`src/rtl/pwm3_pkg.sv`:
```
package pwm3_pkg;

  typedef enum logic [1:0] {
    ALIGN_FRONT  = 2'd0,
    ALIGN_BACK   = 2'd1,
    ALIGN_CENTER = 2'd2
  } align_e;

  localparam int unsigned PWM3_NCH = 3;

endpackage

```
`src/rtl/pwm3_rst_sync.sv`:
```
module pwm3_rst_sync #(
  parameter int STAGES = 2
) (
  input  logic clk,
  input  logic rst_n,
  output logic rst_sync_n
);

  logic [STAGES-1:0] stage_q;

  always_ff @(posedge clk or negedge rst_n) begin
    if (!rst_n) begin
      stage_q <= '0;
    end else begin
      stage_q <= {stage_q[STAGES-2:0], 1'b1};
    end
  end

  assign rst_sync_n = stage_q[STAGES-1];

endmodule

```
`src/rtl/pwm3_period_counter.sv`:
```
module pwm3_period_counter
  import pwm3_pkg::*;
#(
  parameter int     WIDTH = 5,
  parameter align_e ALIGN = ALIGN_FRONT
) (
  input  logic             clk,
  input  logic             rst_n,
  input  logic             tick,
  output logic [WIDTH-1:0] cnt_nxt,
  output logic             sync_q,
  output logic             eop_q
);

  localparam logic [WIDTH-1:0] CNT_MAX   = {WIDTH{1'b1}};
  localparam logic [WIDTH-1:0] CNT_ZERO  = {WIDTH{1'b0}};
  localparam logic [WIDTH-1:0] CNT_ONE   = {{(WIDTH-1){1'b0}}, 1'b1};
  localparam logic [WIDTH-1:0] CNT_START = (ALIGN == ALIGN_BACK) ? CNT_MAX : CNT_ZERO;
  localparam logic             SYNC_RST  = (ALIGN == ALIGN_FRONT);

  logic [WIDTH-1:0] cnt_q;
  logic [WIDTH-1:0] cnt_adv;
  logic             dir_q;
  logic             dir_adv;
  logic             dir_nxt;
  logic             sync_nxt;
  logic             eop_nxt;

  // Step function and flag decode of the chosen counter variant
  generate
    if (ALIGN == ALIGN_FRONT) begin : g_front
      always_comb begin
        cnt_adv = (cnt_q == CNT_MAX) ? CNT_ZERO : cnt_q + CNT_ONE;
        dir_adv = 1'b0;
      end
      assign sync_nxt = (cnt_nxt == CNT_ZERO);
      assign eop_nxt  = (cnt_nxt == CNT_MAX);
    end else if (ALIGN == ALIGN_BACK) begin : g_back
      always_comb begin
        cnt_adv = (cnt_q == CNT_ZERO) ? CNT_MAX : cnt_q - CNT_ONE;
        dir_adv = 1'b0;
      end
      assign sync_nxt = (cnt_nxt == CNT_ZERO);
      assign eop_nxt  = (cnt_nxt == CNT_ZERO);
    end else begin : g_center
      always_comb begin
        if (!dir_q) begin
          if (cnt_q == CNT_MAX) begin
            cnt_adv = cnt_q - CNT_ONE;
            dir_adv = 1'b1;
          end else begin
            cnt_adv = cnt_q + CNT_ONE;
            dir_adv = 1'b0;
          end
        end else begin
          if (cnt_q == CNT_ONE) begin
            cnt_adv = CNT_ZERO;
            dir_adv = 1'b0;
          end else begin
            cnt_adv = cnt_q - CNT_ONE;
            dir_adv = 1'b1;
          end
        end
      end
      assign sync_nxt = (cnt_nxt == CNT_MAX);
      assign eop_nxt  = dir_nxt && (cnt_nxt == CNT_ONE);
    end
  endgenerate

  // Clock enable: the counter only moves on a tick
  always_comb begin
    if (tick) begin
      cnt_nxt = cnt_adv;
      dir_nxt = dir_adv;
    end else begin
      cnt_nxt = cnt_q;
      dir_nxt = dir_q;
    end
  end

  always_ff @(posedge clk or negedge rst_n) begin
    if (!rst_n) begin
      cnt_q  <= CNT_START;
      dir_q  <= 1'b0;
      sync_q <= SYNC_RST;
      eop_q  <= 1'b0;
    end else begin
      cnt_q  <= cnt_nxt;
      dir_q  <= dir_nxt;
      sync_q <= sync_nxt;
      eop_q  <= eop_nxt;
    end
  end

endmodule

```
`src/rtl/pwm3_duty_hold.sv`:
```
module pwm3_duty_hold #(
  parameter int WIDTH = 5
) (
  input  logic             clk,
  input  logic             rst_n,
  input  logic             load,
  input  logic [WIDTH-1:0] duty_in,
  output logic [WIDTH-1:0] duty_nxt,
  output logic [WIDTH-1:0] duty_q
);

  always_comb begin
    if (load) begin
      duty_nxt = duty_in;
    end else begin
      duty_nxt = duty_q;
    end
  end

  always_ff @(posedge clk or negedge rst_n) begin
    if (!rst_n) begin
      duty_q <= '0;
    end else begin
      duty_q <= duty_nxt;
    end
  end

endmodule

```
`src/rtl/pwm3_compare.sv`:
```
module pwm3_compare
  import pwm3_pkg::*;
#(
  parameter int     WIDTH = 5,
  parameter align_e ALIGN = ALIGN_FRONT
) (
  input  logic             clk,
  input  logic             rst_n,
  input  logic [WIDTH-1:0] cnt_nxt,
  input  logic [WIDTH-1:0] duty_nxt,
  output logic             pwm_q
);

  localparam logic [WIDTH:0] SUM_LIMIT = {1'b0, {WIDTH{1'b1}}};

  logic hit;

  generate
    if (ALIGN == ALIGN_CENTER) begin : g_center
      // count > MAX - duty, written without a subtraction that could wrap
      assign hit = ({1'b0, cnt_nxt} + {1'b0, duty_nxt}) > SUM_LIMIT;
    end else begin : g_edge
      assign hit = (cnt_nxt < duty_nxt);
    end
  endgenerate

  always_ff @(posedge clk or negedge rst_n) begin
    if (!rst_n) begin
      pwm_q <= 1'b0;
    end else begin
      pwm_q <= hit;
    end
  end

endmodule

```
`src/rtl/pwm3_aligned.sv`:
```
module pwm3_aligned
  import pwm3_pkg::*;
#(
  parameter int     SIZE  = 5,
  parameter align_e ALIGN = ALIGN_FRONT
) (
  input  logic            clk,
  input  logic            rst_n,
  input  logic            tick,
  input  logic [SIZE-1:0] duty0_i,
  input  logic [SIZE-1:0] duty1_i,
  input  logic [SIZE-1:0] duty2_i,
  output logic [2:0]      pwm_o,
  output logic            sync_o,
  output logic            eop_o
);

  localparam int NCH = PWM3_NCH;

  logic                rst_sync_n;
  logic [SIZE-1:0]     cnt_nxt;
  logic                sync_q;
  logic                eop_q;
  logic                load_duty;
  logic [SIZE-1:0]     duty_in  [NCH];
  logic [SIZE-1:0]     duty_nxt [NCH];
  logic [SIZE-1:0]     duty_q   [NCH];
  logic [NCH*SIZE-1:0] duty_flat;

  pwm3_rst_sync #(
    .STAGES(2)
  ) u_rst_sync (
    .clk       (clk),
    .rst_n     (rst_n),
    .rst_sync_n(rst_sync_n)
  );

  pwm3_period_counter #(
    .WIDTH(SIZE),
    .ALIGN(ALIGN)
  ) u_counter (
    .clk    (clk),
    .rst_n  (rst_sync_n),
    .tick   (tick),
    .cnt_nxt(cnt_nxt),
    .sync_q (sync_q),
    .eop_q  (eop_q)
  );

  // Duties are taken over only on the step that leaves the last count
  assign load_duty = tick & eop_q;

  assign duty_in[0] = duty0_i;
  assign duty_in[1] = duty1_i;
  assign duty_in[2] = duty2_i;

  generate
    for (genvar ch = 0; ch < NCH; ch++) begin : g_ch
      pwm3_duty_hold #(
        .WIDTH(SIZE)
      ) u_hold (
        .clk     (clk),
        .rst_n   (rst_sync_n),
        .load    (load_duty),
        .duty_in (duty_in[ch]),
        .duty_nxt(duty_nxt[ch]),
        .duty_q  (duty_q[ch])
      );

      pwm3_compare #(
        .WIDTH(SIZE),
        .ALIGN(ALIGN)
      ) u_cmp (
        .clk     (clk),
        .rst_n   (rst_sync_n),
        .cnt_nxt (cnt_nxt),
        .duty_nxt(duty_nxt[ch]),
        .pwm_q   (pwm_o[ch])
      );

      assign duty_flat[ch*SIZE +: SIZE] = duty_q[ch];
    end
  endgenerate

  assign sync_o = sync_q;
  assign eop_o  = eop_q;

endmodule

```
`config.mk`:
```
export PLATFORM = sky130hd
export DESIGN_NAME = pwm3_aligned
export DESIGN_NICKNAME = d
export VERILOG_FILES = /design/src/rtl/pwm3_pkg.sv /design/src/rtl/pwm3_rst_sync.sv /design/src/rtl/pwm3_period_counter.sv /design/src/rtl/pwm3_duty_hold.sv /design/src/rtl/pwm3_compare.sv /design/src/rtl/pwm3_aligned.sv
export SDC_FILE = /design/constraint.sdc
export NUM_CORES = 1
export LEC_CHECK = 0
export CORE_MARGIN = 2
export CORE_UTILIZATION = 52
export DETAILED_ROUTE_END_ITERATION = 8
export PLACE_DENSITY = 0.78
export SLEW_MARGIN = 20
export SYNTH_ARGS = -nofsm -noshare
export SYNTH_HDL_FRONTEND = slang
export SYNTH_SLANG_ARGS = --single-unit
```
`constraint.sdc`:
```
create_clock -name clk -period 1.1 [get_ports clk]
set_input_delay 0.22 -clock clk [delete_from_list [all_inputs] [get_ports clk]]
set_output_delay 0.22 -clock clk [all_outputs]
set_load 0.02 [all_outputs]
```
======== Yosys cells after proc, flatten, opt, wreduce, memory -nomap -nowiden ========
Index checks and enable logic that the tools add are counted.
cells by class
  add/sub/neg operators ................... 1
  bitwise operators ....................... 1
  reduce and logical (&&, ||, !) cells .... 1
  equality and inequality tests ........... 2
  magnitude comparators ................... 3
  multiplexer cells ....................... 5
operators by type and width
  cell                                                           number
  5-bit 2-to-1 mux                                               5
  5-bit less-than comparator                                     3
  5-bit equality test, second input constant                     2
  5-bit by 1-bit adder with 5-bit output, second input constant  1
  5-bit zero test                                                1
  1-bit bitwise AND                                              1
storage, ports and cells
  output and inout port bits .............. 5
  input bits .............................. 18
  bits in registers ....................... 27

======== Longest topological paths before layout ========
  word-level depth ........................ 4
  depth in mapped cells ................... 8
  mapped depth without buffers ............ 8

======== Modules after synthesis ========
Synthesis repeated with hierarchy kept, for this count alone.
second synthesis, totals
  cell total of the unflattened synthesis .. 112
  area total of the unflattened synthesis .. 1360.1 µm²
modules (own cells, without submodules)
  module               cells an instance  times used  area each (µm²)
  pwm3_duty_hold       10                 3           181.4
  pwm3_compare         16                 3           135.1
  pwm3_period_counter  30                 1           350.3
  pwm3_rst_sync        3                  1           53.8
  pwm3_aligned         1                  1           6.3

======== Worst setup path after synthesis ========
OpenSTA, ideal clock, no wires.
  kind .................................... register -> register
  start point ............................. register u_counter.cnt_q[0]
  end point ............................... register g_ch[2].u_cmp.pwm_q
  data arrival time ....................... 2.074 ns
  clock period less this slack ............ 2.177 ns
  stages on the path, launching flop included .. 9
  setup slack ............................. -1.077 ns
  required time ........................... 0.996 ns
  cells stage by stage .................... dfrtp_1 -> ha_1 -> and3_1 -> ha_1 -> o22ai_1 -> ha_1 -> a21oi_1 -> nand2_1 -> a221oi_1
between the ends
  longest elaborated chain between the ends .. 4
  elaborated cells between the ends (all ways) .. 5
  those cells by class .................... 1 x add/sub; 1 x order compare; 1 x eq/ne; 2 x mux
ends and longest elaborated chain
  what                                                                           RTL line                   source
  from (decl)                                                                    pwm3_period_counter.sv:21  logic [WIDTH-1:0] cnt_q;
  from (signal assigned)                                                         pwm3_period_counter.sv:88  cnt_q <= cnt_nxt;
  5-bit by 1-bit adder with 5-bit output or 5-bit equality test (tied branches)  pwm3_period_counter.sv:33  cnt_adv = (cnt_q == CNT_MAX) ? CNT_ZERO : cnt_q + CNT_ONE;
  5-bit 2-to-1 mux *                                                             pwm3_period_counter.sv:33
  5-bit 2-to-1 mux *                                                             pwm3_period_counter.sv:72  if (tick) begin
  via cnt_nxt[3]                                                                 pwm3_aligned.sv:21         logic [SIZE-1:0] cnt_nxt;
  5-bit less-than comparator *                                                   pwm3_compare.sv:23         assign hit = (cnt_nxt < duty_nxt);
  via g_ch[2].u_cmp.hit                                                          pwm3_compare.sv:16         logic hit;
  to (signal assigned)                                                           pwm3_compare.sv:31         pwm_q <= hit;
  to (decl)                                                                      pwm3_compare.sv:11         output logic pwm_q
The timed path passes the listed nets; every way through them passes the cells marked *.

======== Worst setup path after layout ========
  start point ............................. register u_counter.cnt_q[0]
  end point ............................... register g_ch[1].u_cmp.pwm_q
between the ends
  longest elaborated chain between the ends .. 4
  elaborated cells between the ends (all ways) .. 5
  those cells by class .................... 1 x add/sub; 1 x order compare; 1 x eq/ne; 2 x mux
ends and longest elaborated chain
  what                                                                           RTL line
  5-bit by 1-bit adder with 5-bit output or 5-bit equality test (tied branches)  pwm3_period_counter.sv:33
  5-bit 2-to-1 mux *                                                             pwm3_period_counter.sv:33
  5-bit 2-to-1 mux *                                                             pwm3_period_counter.sv:72
  via cnt_nxt[4]                                                                 pwm3_aligned.sv:21
  5-bit less-than comparator *                                                   pwm3_compare.sv:23
  via g_ch[1].u_cmp.hit                                                          pwm3_compare.sv:16
  to (signal assigned)                                                           pwm3_compare.sv:31
  to (decl)                                                                      pwm3_compare.sv:11
Marks and branches as above.

==> out/qor.tcl <==
set qor(floorplan.core_area_um2) 2522
set qor(synthesis.instances) 120
set qor(dp.final_hpwl_um) 2403
set qor(drt-vias-per-instance) 5.505
set qor(inserted_clock_buffers) 3
set qor(drc) 0
set qor(die_height_um) 56.24
set qor(synth-edff-count) 0
set qor(initial_core_utilization) 0.5625
set qor(net_count_synth) 152
set qor(antenna_cells) 0
set qor(first_iter_violations) 33
set qor(routedWlPerCell_um) 18.53
set qor(clock_tree.htree_level_count) 1
set qor(tritoncts_clock_tree) {yes}
set qor(detailroute.via_count) 1090
set qor(cp_data_required_time_ns) 1.34
set qor(final_nets) 201
set qor(crit_top_cell) {sky130_fd_sc_hd__ha_4}
set qor(number_of_failing_setup_endpoints_in_the_final_timing_report) 25
set qor(fin_crit_sh) 1.823
set qor(final-instance-count-excl-fill) 198
set qor(die_w_um) 56.24
set qor(design.die.area_um2) 3162
set qor(status) {complete, but fails checks}
set qor(switching_share) 0.3933
set qor(vdd_ir_drop_max_v) 0.002556
set qor(worst-r2r-cell-count) 8
set qor(fmaxAchievable_mhz) 498.7
set qor(placed_cells_incl_taps) 187
set qor(place_ws_ns) -1.193
set qor(pwr-share-clk) 0.065
set qor(globalRouteTotalUtil) 0.2531
set qor(skew_ns) 0.009026
set qor(final_antenna_net_count) 0
set qor(final_cell_area_um2) 2246
set qor(commonest_cells_after_routing_fill_and_taps_aside) {sky130_fd_sc_hd__dfrtp_1 (25), sky130_fd_sc_hd__clkdlybuf4s50_1 (16), sky130_fd_sc_hd__buf_6 (16)}
set qor(totalWireLength_um) 3669
set qor(total_switching_power_mw) 2.671
set qor(fp-row-count) 18
set qor(power_density_nw_per_um2) 3023
set qor(synthesis.area_per_instance_um2) 11.82
set qor(clkTransAtPathRegs_ns) 0.15
set qor(drt-pass1-iter-count) 4
set qor(worst-setup-path-type) {reg -> reg}
set qor(failed_checks) {setup timing}
set qor(synth.lib_cells_used.distinct) 33
set qor(drive_gt1_frac) 0.4940
set qor(seq_power_share) 0.259
set qor(port_buffers) 22
set qor(critical_path_peak_fanout) 6
set qor(synth_ff_type) {sky130_fd_sc_hd__dfrtp_1}
set qor(number_of_maximum_capacitance_violations) 0
set qor(cell_type_of_the_slowest_stage_on_the_worst_timing_path) {sky130_fd_sc_hd__dfrtp_1}
set qor(final_total_power_mw) 6.790
set qor(grt_setup_unrepaired) {yes}
set qor(final_common_cell) {sky130_fd_sc_hd__dfrtp_1}
set qor(worst-endpoint-arrival_ns) 2.25
set qor(grt_max_degree) 17
set qor(clk-insertion-delay-late_ns) 0.34
set qor(whs_ns) 0.02654
set qor(type_of_origin_of_the_critical_path) {flip-flop}
set qor(area_delta_synth_final_pct) 58.29
set qor(final_max_slew_viol_count) 0
set qor(p_leak_nw) 1.005
set qor(final_critical_path_setup_slack_ns) -0.9052
set qor(maximum_root_to_sink_buffer_count) 2
set qor(cellInternalPower_mw) 4.120
set qor(synthArstFlopShare) 1.000
set qor(synthesized_cell_area_um2) 1419
set qor(timing.critical_path.to_type) {flip-flop}
set qor(floorplan.io_pins) 23
set qor(grt_overflow_total) 0
set qor(placedInstanceArea_um2) 1901
set qor(critical_path.cell_chain) {ha_2 > and3_4 > ha_4 > mux2_4 > ha_4 > o2111ai_2 > a21oi_2 > a211oi_2}
set qor(critical-path-max-stage-delay_ns) 0.42
set qor(number_of_global_route_vias_before_repair) 1198
set qor(cts_root_buf) {sky130_fd_sc_hd__clkbuf_4}
set qor(ys_seq_elements) 27
set qor(antenna_found_initial) 0
set qor(tritoncts_num_sinks) 27
set qor(wire_length_of_the_first_global_routing_pass_um) 6072
set qor(worstHoldPathType) {in -> async}
set qor(timing_hold_violations_final) 0
set qor(combinational_group_share_of_total_power) 0.675
set qor(finalWorstPathRequiredPeriod_ns) 2.005
set qor(placer_congestion_estimate) 0.8249
set qor(yosysWarnings) 0
set qor(share_of_the_yosys_chip_area_belonging_to_registers) 0.4771
## stage by stage
step	utilization	setup TNS, ns
2_1_floorplan	-	-4.753
3_5_place_dp	0.7535	-14.93
5_1_grt	0.8904	-7.869
6_report	0.8904	-6.718
3_3_place_gp	0.7535	-13.35
4_1_cts	0.8616	-6.378
## kinds of logic after synthesis
logic type | count (synthesis) | share of synthesized area
other cells | 1 | 0.002643
simple gates | 19 | 0.08643
buf+inv | 19 | 0.06614
fa+ha+maj | 14 | 0.1235
mux | 19 | 0.1446
flops | 27 | 0.4771
compound gates | 21 | 0.09964
## cell usage after synthesis (all sizes together) (2+ instances only)
cell type / instances / area (um2)
dfrtp: 26 / 650.6
ha: 14 / 175.2
inv: 14 / 52.55
mux2i: 10 / 100.1
mux2: 9 / 105.1
a21oi: 5 / 25.02
buf: 5 / 41.29
o21ai: 5 / 25.02
nor2b: 4 / 25.02
and3: 3 / 18.77
a211oi: 2 / 15.01
a21o: 2 / 15.01
nand2: 2 / 10.01
nand2b: 2 / 12.51
nand3: 2 / 10.01
o2111ai: 2 / 17.52
o22ai: 2 / 18.77
## registers in the layout, indices dropped and copies added, names as in the netlist
| name | cells |
|---|---|
| g_ch.u_hold.duty_q | 15 |
| g_ch.u_cmp.pwm_q | 3 |
| u_counter.eop_q | 1 |
| u_counter.sync_q | 1 |
| u_counter.cnt_q | 5 |
| u_rst_sync.stage_q | 2 |
## power by group through the flow
| stage | Sequential (mW) | Clock (mW) | Combinational, mW |
|---|---|---|---|
| after global routing | 1.80 | 0.496 | 4.98 |
| after CTS | 1.73 | 0.453 | 4.26 |
| final | 1.76 | 0.444 | 4.59 |
| after global placement | 1.62 | 0 | 3.30 |
| after detailed placement | 1.65 | 0 | 3.50 |
| after floorplan | 1.65 | 0 | 2.37 |
## worst paths after layout
| path | startpoint | endpoint | slack (ns) |
|---|---|---|---|
| worst max-delay path | u_counter.cnt_q[0] | g_ch[1].u_cmp.pwm_q | -0.91 |
| worst min-delay path | rst_n | u_rst_sync.stage_q[0] | 0.03 |
| worst max register to register | u_counter.cnt_q[0] | g_ch[1].u_cmp.pwm_q | -0.91 |
| worst min register to register | u_rst_sync.stage_q[1] | g_ch[0].u_hold.duty_q[4] | 0.18 |
| max in group asynchronous | u_rst_sync.stage_q[1] | u_counter.sync_q | 0.62 |
| min in group clk | u_rst_sync.stage_q[0] | u_rst_sync.stage_q[1] | 0.37 |
## metal layers
| metal | vias to the layer above | part of all wire | wire length, um | track usage |
|---|---|---|---|---|
| li1 | 516 | - | - | - |
| met1 | 536 | 0.40 | 1482 | 0.3323 |
| met2 | 29 | 0.53 | 1933 | 0.4185 |
| met3 | 9 | 0.044 | 163 | 0.03256 |
| met4 | 0 | 0.024 | 89 | 0.1088 |
| met5 | - | 0 | 0 | 0 |
## cell type report
class                      count  area (um2)
sequential                    27       678.2
fill                         109       276.5
clock buffer                   4       26.28
timing repair buffer          48       457.9
multi-input combinational     75       993.5
tap                           30       37.54
inverter                      14       52.55
## worst max-delay path, delay by kind of cell, from the launching register on
family | cells | cell delay (ns)
multiplexers | 1 | 0.32
AO/OA/AOI/OAI | 3 | 0.31
adder cells (fa/ha/maj) | 3 | 0.70
AND/OR/NAND/NOR | 1 | 0.15
flip-flops | 1 | 0.42
## timing repair
item,CTS,global route
endpoints found under the hold margin,0,0
resized for setup,66,19
hold buffers,0,0
gates cloned,1,0
setup endpoints to repair,30,30
setup buffers,5,3
pin swaps,9,1
(Power assumes the default switching activity.)
